===== src/rtl/pmu_pkg.sv =====
`timescale 1ns/1ps
package pmu_pkg;
   localparam int FIX_NUM  = 3;
   localparam int FIX_BASE = 32;
   localparam int FLAG_BIT = 63;
   localparam int DATA_W   = 64;
   localparam int ADDR_W   = 4;
   localparam logic [ADDR_W-1:0] A_CTRL = 4'd0;
   localparam logic [ADDR_W-1:0] A_STAT = 4'd1;
   localparam logic [ADDR_W-1:0] A_ACK  = 4'd2;
   localparam logic [ADDR_W-1:0] A_FCTL = 4'd3;
   localparam int A_FIX0 = 4;
   localparam int A_GP0  = 8;
endpackage


===== src/rtl/pmu_cnt.sv =====
`timescale 1ns/1ps
module pmu_cnt #(
   parameter int W = 48
) (
   input  logic         clk,
   input  logic         rst_n,
   input  logic         wr_i,
   input  logic [W-1:0] wdata_i,
   input  logic         inc_i,
   output logic [W-1:0] cnt_o,
   output logic         wrap_o
);
   // a software load takes priority over counting
   assign wrap_o = inc_i & ~wr_i & (&cnt_o);

   always_ff @(posedge clk or negedge rst_n) begin
      if (!rst_n)     cnt_o <= '0;
      else if (wr_i)  cnt_o <= wdata_i;
      else if (inc_i) cnt_o <= cnt_o + 1'b1;
   end
endmodule


===== src/rtl/pmu_stat.sv =====
`timescale 1ns/1ps
module pmu_stat #(
   parameter int          DW        = 64,
   parameter logic [63:0] VALID     = '1,
   parameter bit          ACK_GATED = 1'b0
) (
   input  logic          clk,
   input  logic          rst_n,
   input  logic [DW-1:0] set_i,
   input  logic          ack_i,
   input  logic [DW-1:0] ack_data_i,
   input  logic          ctrl_live_i,
   output logic [DW-1:0] stat_o
);
   logic          ack_ok;
   logic [DW-1:0] clr;

   assign ack_ok = ack_i & (ctrl_live_i | ~ACK_GATED);
   assign clr    = ack_ok ? ack_data_i : '0;

   always_ff @(posedge clk or negedge rst_n) begin
      if (!rst_n) stat_o <= '0;
      else        stat_o <= ((stat_o & ~clr) | set_i) & VALID[DW-1:0];
   end
endmodule


===== src/rtl/perf_counter_unit.sv =====
`timescale 1ns/1ps
module perf_counter_unit
   import pmu_pkg::*;
#(
   parameter int NUM_GP    = 2,
   parameter int CNT_W     = 48,
   parameter bit ACK_GATED = 1'b0
) (
   input  logic              clk,
   input  logic              rst_n,
   input  logic              reg_wr,
   input  logic [3:0]        reg_addr,
   input  logic [63:0]       reg_wdata,
   output logic [63:0]       reg_rdata,
   input  logic              ev_inst,
   input  logic              ev_core_clk,
   input  logic              ev_bus_clk,
   input  logic [NUM_GP-1:0] ev_gen,
   input  logic              priv_user,
   output logic              irq
);
   localparam logic [63:0] GP_MASK   = (64'd1 << NUM_GP) - 64'd1;
   localparam logic [63:0] CTRL_MASK = GP_MASK | (64'h7 << FIX_BASE);
   localparam logic [63:0] STAT_MASK = CTRL_MASK | (64'd1 << FLAG_BIT);
   localparam int          FCTL_W    = 4 * FIX_NUM;

   generate
      if (NUM_GP < 2 || NUM_GP > 4) begin : g_bad_gp
         $error("NUM_GP must lie in 2..4");
      end
      if (CNT_W < 8 || CNT_W > 63) begin : g_bad_w
         $error("CNT_W must lie in 8..63");
      end
   endgenerate

   logic [63:0]        gctrl_q;
   logic [FCTL_W-1:0]  fctl_q;
   logic [63:0]        stat_q;
   logic [63:0]        set_vec;
   logic               wr_ctrl, flag_set;
   logic [FIX_NUM-1:0] fix_ev, fix_wrap, fix_irq_en;
   logic [NUM_GP-1:0]  gp_wrap;
   logic [CNT_W-1:0]   fix_cnt [FIX_NUM];
   logic [CNT_W-1:0]   gp_cnt  [NUM_GP];

   assign wr_ctrl  = reg_wr && (reg_addr == A_CTRL);
   assign flag_set = wr_ctrl && ((reg_wdata & CTRL_MASK) != gctrl_q);
   assign fix_ev   = {ev_bus_clk, ev_core_clk, ev_inst};

   always_ff @(posedge clk or negedge rst_n) begin
      if (!rst_n) begin
         gctrl_q <= '0;
         fctl_q  <= '0;
      end else if (reg_wr) begin
         if (reg_addr == A_CTRL) gctrl_q <= reg_wdata & CTRL_MASK;
         if (reg_addr == A_FCTL) fctl_q  <= reg_wdata[FCTL_W-1:0];
      end
   end

   generate
      for (genvar i = 0; i < FIX_NUM; i++) begin : g_fix
         logic priv_ok, inc, wr;
         assign priv_ok = priv_user ? fctl_q[4*i+1] : fctl_q[4*i];
         assign inc     = fix_ev[i] & gctrl_q[FIX_BASE+i] & priv_ok;
         assign wr      = reg_wr && (reg_addr == 4'(A_FIX0 + i));
         assign fix_irq_en[i] = fctl_q[4*i+3];
         pmu_cnt #(.W(CNT_W)) u_cnt (
            .clk(clk), .rst_n(rst_n), .wr_i(wr),
            .wdata_i(reg_wdata[CNT_W-1:0]), .inc_i(inc),
            .cnt_o(fix_cnt[i]), .wrap_o(fix_wrap[i]));
      end
      for (genvar j = 0; j < NUM_GP; j++) begin : g_gp
         logic inc, wr;
         assign inc = ev_gen[j] & gctrl_q[j];
         assign wr  = reg_wr && (reg_addr == 4'(A_GP0 + j));
         pmu_cnt #(.W(CNT_W)) u_cnt (
            .clk(clk), .rst_n(rst_n), .wr_i(wr),
            .wdata_i(reg_wdata[CNT_W-1:0]), .inc_i(inc),
            .cnt_o(gp_cnt[j]), .wrap_o(gp_wrap[j]));
      end
   endgenerate

   always_comb begin
      set_vec = '0;
      set_vec[NUM_GP-1:0]         = gp_wrap;
      set_vec[FIX_BASE+:FIX_NUM]  = fix_wrap;
      set_vec[FLAG_BIT]           = flag_set;
   end

   pmu_stat #(.DW(64), .VALID(STAT_MASK), .ACK_GATED(ACK_GATED)) u_stat (
      .clk(clk), .rst_n(rst_n), .set_i(set_vec),
      .ack_i(reg_wr && (reg_addr == A_ACK)), .ack_data_i(reg_wdata),
      .ctrl_live_i(|gctrl_q), .stat_o(stat_q));

   assign irq = (|stat_q[NUM_GP-1:0]) | (|(stat_q[FIX_BASE+:FIX_NUM] & fix_irq_en));

   always_comb begin
      reg_rdata = '0;
      case (reg_addr)
         A_CTRL:  reg_rdata = gctrl_q;
         A_STAT:  reg_rdata = stat_q;
         A_FCTL:  reg_rdata = 64'(fctl_q);
         default: reg_rdata = '0;
      endcase
      for (int i = 0; i < FIX_NUM; i++)
         if (reg_addr == 4'(A_FIX0 + i)) reg_rdata = 64'(fix_cnt[i]);
      for (int j = 0; j < NUM_GP; j++)
         if (reg_addr == 4'(A_GP0 + j)) reg_rdata = 64'(gp_cnt[j]);
   end
endmodule


===== config.mk =====
export PLATFORM = sky130hd
export DESIGN_NAME = perf_counter_unit
export DESIGN_NICKNAME = d
export VERILOG_FILES = /design/src/rtl/pmu_pkg.sv /design/src/rtl/pmu_cnt.sv /design/src/rtl/pmu_stat.sv /design/src/rtl/perf_counter_unit.sv
export SDC_FILE = /design/constraint.sdc
export NUM_CORES = 1
export LEC_CHECK = 0
export BUFFER_PORTS_ARGS = -buffer_cell sky130_fd_sc_hd__buf_2
export CAP_MARGIN = 20
export CORE_UTILIZATION = 62
export DETAILED_ROUTE_END_ITERATION = 7
export PLACE_DENSITY = 0.79
export SYNTH_ARGS = -nofsm -noshare
export SYNTH_HDL_FRONTEND = slang
export SYNTH_HIERARCHICAL = 1
export SYNTH_SLANG_ARGS = --single-unit

===== constraint.sdc =====
create_clock -name clk -period 2.8 [get_ports clk]
set_input_delay 0.28 -clock clk [delete_from_list [all_inputs] [get_ports clk]]
set_output_delay 0.28 -clock clk [all_outputs]
set_load 0.05 [all_outputs]

==> run_results.csv <==
group,metric,value,unit
flow_run,drv_cap,0,
cells_and_area,insertedDiodeCount,0,
power,power_leakage,8.08,nW
routing,drt_first_pass_iters,8,
placed_design,post-dp-hpwl,53100,um
placed_design,place_congestion,1.00,
cells_and_area,final_common_cell,"nand2_1",
global_routing,grt_util_all_layers,45.0,%
yosys,yosysWarnings,6,
worst_setup_path,path_buf_inv,2,
placed_design,port_buffers,111,
power,peakVddDrop,0.000744,V
global_routing,antenna_found_initial,0,
worst_setup_path,critical_path.max_fanout,19,
routing,vias_per_cell,6.84,
global_routing,grt_pass1_wl,105000,um
cells_and_area,nNetsFinal,2386,
clock_network,clk_pin_slew,0.06,ns
clock_network,clk_latency,0.58,ns
power,sequentialPowerShare,45.1,%
clock_network,htree_levels,1,
timing,timing.final.crit_period,2.59,ns
power,clkPwrFrac,32.0,%
power,cellPowerDensity,669,nW/um^2
floorplanning,ios,142,
yosys,synth_cells,2215,
global_routing,globalRoute.totalOverflow,0,
cells_and_area,finalNonFillerCells,2716,
timing,slew_viol_final,0,
clock_network,ctsRootBufferMaster,"clkbuf_16",
power,pwr-share-comb,22.8,%
worst_setup_path,arrival,2.31,ns
cells_and_area,final_cell_mix,"328 x nand2_1, 263 x dfrtp_1, 189 x o21ai_0",
timing,finClkSkew,0.0121,ns
routing,route.detailed.drc,0,
floorplanning,initial_core_util,63.6,%
worst_setup_path,path_cells,"buf_2 -> or3b_1 -> o22ai_1 -> o2111ai_1 -> o211ai_1 -> buf_2",
clock_network,cts_buffers,31,
global_routing,grt_max_degree,78,
routing,num_vias,18600,
routing,avgRoutedWirePerCell,26.0,um
worst_setup_path,cp-end-kind,"output port",
worst_setup_path,worstPathRequired,2.52,ns
yosys,synth_area,19000,sq um
placed_design,dp_cells,2659,
floorplanning,die_w,177,um
timing,rsz0062_at_grt,"false",
worst_setup_path,critical_path_class,"input port to output port",
floorplanning,coreArea,30000,sq um
floorplanning,design.die.area,31400,sq um
global_routing,grt_pass1_vias,17400,
clock_network,ctsLongestPathBuffers,3,
cells_and_area,layout-drive-gt1-share,15.7,%
clock_network,clkSinkCount,263,
floorplanning,die-height,177,um
power,p_switching,0.00537,W
worst_setup_path,crit_top_cell,"buf_2",
status,status,"completed",
power,p_sw_share,38.1,%
timing,max_freq,386,MHz
yosys,syn_avg_cell_area,8.59,sq um
timing,setup_viol,0,
timing,max-slew-margin-rel,50.8,%
worst_setup_path,max_stage_delay,0.63,ns
routing,routed_wirelength,70700,um
floorplanning,fp-row-count,63,
timing,worst_pin_slew,0.737,ns
timing,finalHoldViolations,0,
worst_setup_path,crit_family,"compound AO/OA/AOI/OAI gates",
worst_setup_path,cp-start-kind,"input port",
timing,fin_crit_sh,92.5,%
routing,drt_iter0_markers,2116,
worst_setup_path,critPathSlowestCell,"or3b_1",
cells_and_area,syn2layout_area_growth,10.6,%
clock_network,cts_tree,"yes",
power,internal_power,0.00871,W
min_path,min_path_type,"input port to flip-flop",
clock_network,postCtsSetupBuffers,0,
timing,final.setup.tns,0,ns
routing,ant_nets,0,
==> registers in the layout (all words and copies together), names as in the netlist <==
register,count
fctl_q,12
g_gp.u_cnt/cnt_o,96
gctrl_q,5
g_fix.u_cnt/cnt_o,144
u_stat/stat_o,6
==> per-layer routing <==
metal	share of wire, %	vias up	global-route usage [%]
met2	43	1232	67.1
met4	8.0	0	30.3
met3	10	301	9.11
met1	39	8868	59.0
li1	-	8186	-
met5	0	-	0
==> worst min-delay path, stage by stage <==
cell,delay [ns]
buf_2,0.16
nand2_1,0.07
o21ai_0,0.06
==> worst paths after layout <==
path / cells past startpoint / slack, ns / from / end
min: 3 / 0.04 / reg_wdata[9] / g_gp[1].u_cnt/cnt_o[9]$_DFFE_PN0P_
max: 6 / 0.21 / reg_addr[3] / reg_rdata[6]
min reg2reg: 1 / 0.48 / u_stat/stat_o[63]$_DFF_PN0_ / u_stat/stat_o[63]$_DFF_PN0_
max in group asynchronous: 3 / 1.66 / rst_n / g_gp[0].u_cnt/cnt_o[31]$_DFFE_PN0P_
max reg2reg: 7 / 0.23 / gctrl_q[1]$_DFFE_PN0P_ / g_gp[1].u_cnt/cnt_o[42]$_DFFE_PN0P_
min in group asynchronous: 2 / 0.26 / rst_n / g_fix[1].u_cnt/cnt_o[41]$_DFFE_PN0P_
==> power by group through the flow <==
stage	Combinational (W)	Clock, W	Sequential (W)
detailed placement	0.00310	0	0.00633
CTS	0.00315	0.00451	0.00627
floorplan	0.00230	0	0.00573
finish	0.00322	0.00451	0.00635
global route	0.00347	0.00465	0.00644
global placement	0.00299	0	0.00628
==> stage by stage <==
step                setup slack [ns]  area, sq um  total power [W]  hold slack [ns]  util [%]
floorplan                      0.547        19300          0.00803          -0.0156         -
global placement               0.379        19900          0.00927            0.278      66.4
detailed placement             0.338        19900          0.00944            0.278      66.4
CTS                            0.332        21000           0.0139           0.0271      70.3
global route                   0.146        21000           0.0146           0.0495      70.3
finish                         0.209        21000           0.0141           0.0356      70.3
==> area by class of cell <==
| class | instances | area (sq um) |
|---|---|---|
| Multi-Input combinational cell | 1813 | 11600 |
| Inverter | 25 | 93.8 |
| Sequential cell | 263 | 6580 |
| Fill cell | 2400 | 8910 |
| Clock buffer | 43 | 931 |
| Tap cell | 390 | 488 |
| Clock inverter | 12 | 203 |
| Timing Repair Buffer | 170 | 1140 |
==> timing repair <==
action,4_1_cts,5_1_grt
endpoints found under the hold margin,65,0
resized for setup,0,0
hold buffers,2,0
(Power assumes the default switching activity.)
